<file path="src/rtl/late_write_buf.sv">
module late_write_buf #(
  parameter int AW = 6,
  parameter int DW = 8
) (
  input  logic            clk,
  input  logic            rst_n,
  input  logic            cmd_valid,
  input  logic            cmd_write,
  input  logic            cmd_ddr,
  input  logic [AW-1:0]   cmd_addr,
  input  logic [DW-1:0]   wr_beat0,
  input  logic [DW-1:0]   wr_beat1,
  output logic            mem_we,
  output logic [AW-2:0]   mem_wrow,
  output logic [1:0]      mem_wmask,
  output logic [2*DW-1:0] mem_wdata,
  output logic            mem_re,
  output logic [AW-2:0]   mem_rrow,
  input  logic [2*DW-1:0] mem_rdata,
  output logic            rd_valid,
  output logic            rd_ddr,
  output logic [DW-1:0]   rd_beat0,
  output logic [DW-1:0]   rd_beat1
);
  localparam int RW = AW - 1;

  logic [RW-1:0] buf_row;
  logic [1:0]    buf_val;
  logic [DW-1:0] buf_d0, buf_d1;
  logic          pend, pend_ddr, pend_half;

  logic          rd_q, rd_ddr_q, rd_half;
  logic [RW-1:0] rd_row;

  logic [1:0]    fill, cur_val, hit;
  logic [DW-1:0] cur_d0, cur_d1, h0, h1;

  wire wr_cmd = cmd_valid & cmd_write;
  wire rd_cmd = cmd_valid & ~cmd_write;

  // entry as seen this cycle, including beats arriving now
  always_comb begin
    fill    = pend_ddr ? 2'b11 : (pend_half ? 2'b10 : 2'b01);
    cur_val = pend ? fill : buf_val;
    cur_d0  = buf_d0;
    cur_d1  = buf_d1;
    if (pend) begin
      if (fill[0]) cur_d0 = pend_half ? wr_beat1 : wr_beat0;
      if (fill[1]) cur_d1 = pend_half ? wr_beat0 : wr_beat1;
    end
  end

  assign mem_we    = wr_cmd & (|cur_val);
  assign mem_wrow  = buf_row;
  assign mem_wmask = cur_val;
  assign mem_wdata = {cur_d1, cur_d0};
  assign mem_re    = rd_cmd;
  assign mem_rrow  = cmd_addr[AW-1:1];

  always_ff @(posedge clk) begin
    if (!rst_n) begin
      buf_row   <= '0;
      buf_val   <= 2'b00;
      buf_d0    <= '0;
      buf_d1    <= '0;
      pend      <= 1'b0;
      pend_ddr  <= 1'b0;
      pend_half <= 1'b0;
    end else begin
      buf_d0 <= cur_d0;
      buf_d1 <= cur_d1;
      pend   <= wr_cmd;
      if (wr_cmd) begin
        buf_row   <= cmd_addr[AW-1:1];
        buf_val   <= 2'b00;
        pend_ddr  <= cmd_ddr;
        pend_half <= cmd_addr[0];
      end else begin
        buf_val <= cur_val;
      end
    end
  end

  always_ff @(posedge clk) begin
    if (!rst_n) begin
      rd_q     <= 1'b0;
      rd_ddr_q <= 1'b0;
      rd_half  <= 1'b0;
      rd_row   <= '0;
    end else begin
      rd_q <= rd_cmd;
      if (rd_cmd) begin
        rd_ddr_q <= cmd_ddr;
        rd_half  <= cmd_addr[0];
        rd_row   <= cmd_addr[AW-1:1];
      end
    end
  end

  assign hit = (buf_row == rd_row) ? cur_val : 2'b00;
  assign h0  = hit[0] ? cur_d0 : mem_rdata[DW-1:0];
  assign h1  = hit[1] ? cur_d1 : mem_rdata[2*DW-1:DW];

  assign rd_valid = rd_q;
  assign rd_ddr   = rd_q & rd_ddr_q;
  assign rd_beat0 = rd_half ? h1 : h0;
  assign rd_beat1 = (rd_q & rd_ddr_q) ? (rd_half ? h0 : h1) : '0;

  a_r1_rd_latency: assert property (@(posedge clk) disable iff (!rst_n)
    rd_valid |-> $past(cmd_valid && !cmd_write));
  a_r1_sdr_beat1_zero: assert property (@(posedge clk) disable iff (!rst_n)
    (rd_valid && !rd_ddr) |-> (rd_beat1 == '0));
  a_r9_no_rw_collision: assert property (@(posedge clk) disable iff (!rst_n)
    !(mem_we && mem_re));
  a_r3_commit_on_write: assert property (@(posedge clk) disable iff (!rst_n)
    mem_we |-> (cmd_valid && cmd_write && mem_wmask != 2'b00));
  a_r2_beats_follow_write: assert property (@(posedge clk) disable iff (!rst_n)
    pend |-> $past(cmd_valid && cmd_write));
endmodule

</file>
<file path="config.mk">
export PLATFORM = sky130hd
export DESIGN_NAME = late_write_buf
export DESIGN_NICKNAME = d
export VERILOG_FILES = /design/src/rtl/late_write_buf.sv
export SDC_FILE = /design/constraint.sdc
export NUM_CORES = 1
export LEC_CHECK = 0
export CORE_UTILIZATION = 42
export DETAILED_ROUTE_END_ITERATION = 16
export PLACE_DENSITY = 0.8
export SYNTH_ARGS = -nofsm -noshare
export SYNTH_HDL_FRONTEND = slang
export SYNTH_SLANG_ARGS = --single-unit
</file>
<file path="constraint.sdc">
create_clock -name clk -period 2 [get_ports clk]
set_clock_uncertainty 0.1 [all_clocks]
set_input_delay 0.4 -clock clk [delete_from_list [all_inputs] [get_ports clk]]
set_output_delay 0.4 -clock clk [all_outputs]
set_load 0.01 [all_outputs]
</file>
==> out/results.ini <==
[yosys]
synth_cell_types = 27
netlist_area_sq_mm = 0.00210
synthCells = 229
synth-seq-area-share_pct = 32.4
synth.avg_cell_area_sq_um = 9.18
yosysWarningCount = 0
synth_nets = 272
ys_ff_latch = 34

[sta]
setup_ws_ns = -0.562
final_max_slew_viol_count = 0
max_slew_margin_pct = 67.4
setup_violations = 32
tns_ns = -9.98
finalCritPeriodShare_pct = 128
tightest_slew_ns = 0.489
rsz0062_at_grt = yes
timing.fmax_mhz = 390
finalHoldViolations = 0
min_period_ns = 2.56

[setup_path]
critical_path_required_ns = 1.50
cp-endpoint = rd_beat0[4]
crit_slowest_cell = dfxtp_2
cp-end-kind = output port
crit_chain = xor2_2 > nor3_4 > nand3_4 > buf_6 > buf_6 > mux2i_1 > mux2i_1 > buf_2
crit_type = flip-flop to output port
max_stage_delay_ns = 0.33
start_kind = flip-flop
r2r_slack_ns = 0.29
r2r-start = pend
critical_path_arrival_ns = 2.06
crit_path_start = rd_row[4]
worstReg2RegEnd = buf_d0[0]
worstRegToRegCells = 10
crit_path_max_fanout = 5

[clock_network]
clock-sinks = 34
cts_tree = yes
cts_buffers = 5
hold_buffers = 0
htreeDepth = 2
insertion_delay_ns = 0.28
path_clk_slew_ns = 0.07
ctsLongestPathBuffers = 2
cts-root-buf = clkbuf_8

[finish]
antenna_cells = 0
final_common_cell = clkdlybuf4s50_1
nNetsFinal = 426
stdcell_count = 451
design_area_sq_mm = 0.00411
area_delta_synth_final_pct = 95.2
drive_gt1_share_pct = 50.8
final_cell_mix = clkdlybuf4s50_1 (54), buf_4 (49), buf_6 (32)

[floorplanning]
die_x_um = 72.8
num_rows = 25
fp.dieH_um = 72.8
dieArea_sq_mm = 0.00529
start_util_pct = 43.9
coreArea_sq_mm = 0.00479
io_pins = 91

[drt]
routed_via_density = 5.74
routedWlPerCell_um = 21.4
first_pass_iters = 4
drc = 0
drtIter0Drc = 149
vias = 2588
wl_mm = 9.65
ant_nets = 0

[global_route]
overflow = 0
grt_pass1_wl_mm = 11.9
first_global_vias = 2479
antenna_found_initial = 0
grt_max_degree = 28
grt_use_total_pct = 29.8

[status]
violations = negative setup slack
status = finished, violations left

[pwr]
max-vdd-ir-drop_v = 0.000382
powerDensity_mw_per_mm2 = 508
leakagePower_uw = 0.00171

[place]
hpwl_mm = 4.65
gp_congestion = 0.787
pre_cts_ws_ns = -0.556
post_dp_cell_area_sq_mm = 0.00329
dp_cells = 408
port_buffers = 90

[hold_path]
worst_hold_path_type = flip-flop to flip-flop

[flow_run]
drv_cap = 0

metrics by stage:
stage	hold slack, ns	power, uW	util (%)
floorplan	0.335	995	-
global placement	0.347	1270	68.8
detailed placement	0.356	1280	68.8
CTS	0.366	1960	78.4
global route	0.380	2150	85.8
finish	0.363	2090	85.8
sequential cells by signal, indices dropped and copies added (netlist names):
name,cells
buf_d1,8
rd_valid,1
rd_ddr_q,1
rd_row,5
pend_ddr,1
pend_half,1
rd_half,1
buf_val,2
mem_wrow,5
buf_d0,8
pend,1
cells in the mapped netlist (all sizes together):
cell type / instances / area share (%)
and3: 3 / 0.89
nand3: 2 / 1.7
o22ai: 40 / 14
mux2i: 24 / 11
a21boi: 14 / 5.0
nor3: 1 / 0.77
inv: 3 / 0.54
o21a: 1 / 0.36
and2: 19 / 5.8
dfxtp: 34 / 32
nand2: 31 / 5.9
a21oi: 16 / 6.5
nor2: 3 / 0.89
nand2b: 10 / 3.0
clkbuf: 6 / 1.2
buf: 14 / 5.2
clkdlybuf4s18: 1 / 0.48
a31oi: 2 / 2.0
xor2: 5 / 2.1
worst min path at each step:
stage          slack, ns  startpoint        end  cells after the start
6_report            0.36    rd_ddr_q   rd_ddr_q                      2
3_5_place_dp        0.36    rd_ddr_q   rd_ddr_q                      2
3_3_place_gp        0.35    rd_ddr_q   rd_ddr_q                      2
5_1_grt             0.38   rd_row[0]  rd_row[0]                      2
4_1_cts             0.37    rd_ddr_q   rd_ddr_q                      2
2_1_floorplan       0.34    rd_ddr_q   rd_ddr_q                      2
final cells by class:
type	instances	area, sq um
Multi-Input combinational cell	172	1640
Timing Repair Buffer	167	1580
Sequential cell	34	688
Fill cell	246	679
Tap cell	67	83.8
Clock buffer	7	76.3
Clock inverter	1	30.0
Inverter	3	11.3
routing by layer:
metal / wire, um / GRT usage (%) / vias to the layer above
met5: 0 / 0 / -
met4: 529 / 13.3 / 0
met3: 648 / 5.25 / 46
met2: 4900 / 52.5 / 177
met1: 3570 / 35.3 / 1238
li1: - / - / 1127
critical path, delay by kind of cell (launching register included):
| family | cells | cell delay [ns] |
|---|---|---|
| xor gates and xnor gates | 1 | 0.18 |
| buffers and inverters | 3 | 0.43 |
| DFF | 1 | 0.33 |
| muxes | 2 | 0.37 |
| and+or+nand+nor | 2 | 0.46 |
kinds of logic after synthesis:
family | share of synthesized area, %
muxes | 11.4
AOI/OAI and AO/OA | 27.8
and+or+nand+nor | 18.9
buffers and inverters | 7.44
xor gates and xnor gates | 2.08
DFF | 32.4
report_power, final:
part	internal, uW	leakage (uW)	total, uW	switching, uW
logic	401	0.00137	725	324
registers	703	0.000279	730	27.2
clock network	373	0.0000524	631	258
repair_timing:
action,CTS,global route
endpoints found under the setup margin,36,31
buffers inserted,29,16
gates resized for setup,194,54
pin swaps,16,24
cloned,0,1
Note: power is estimated with default switching activity, not from simulation.
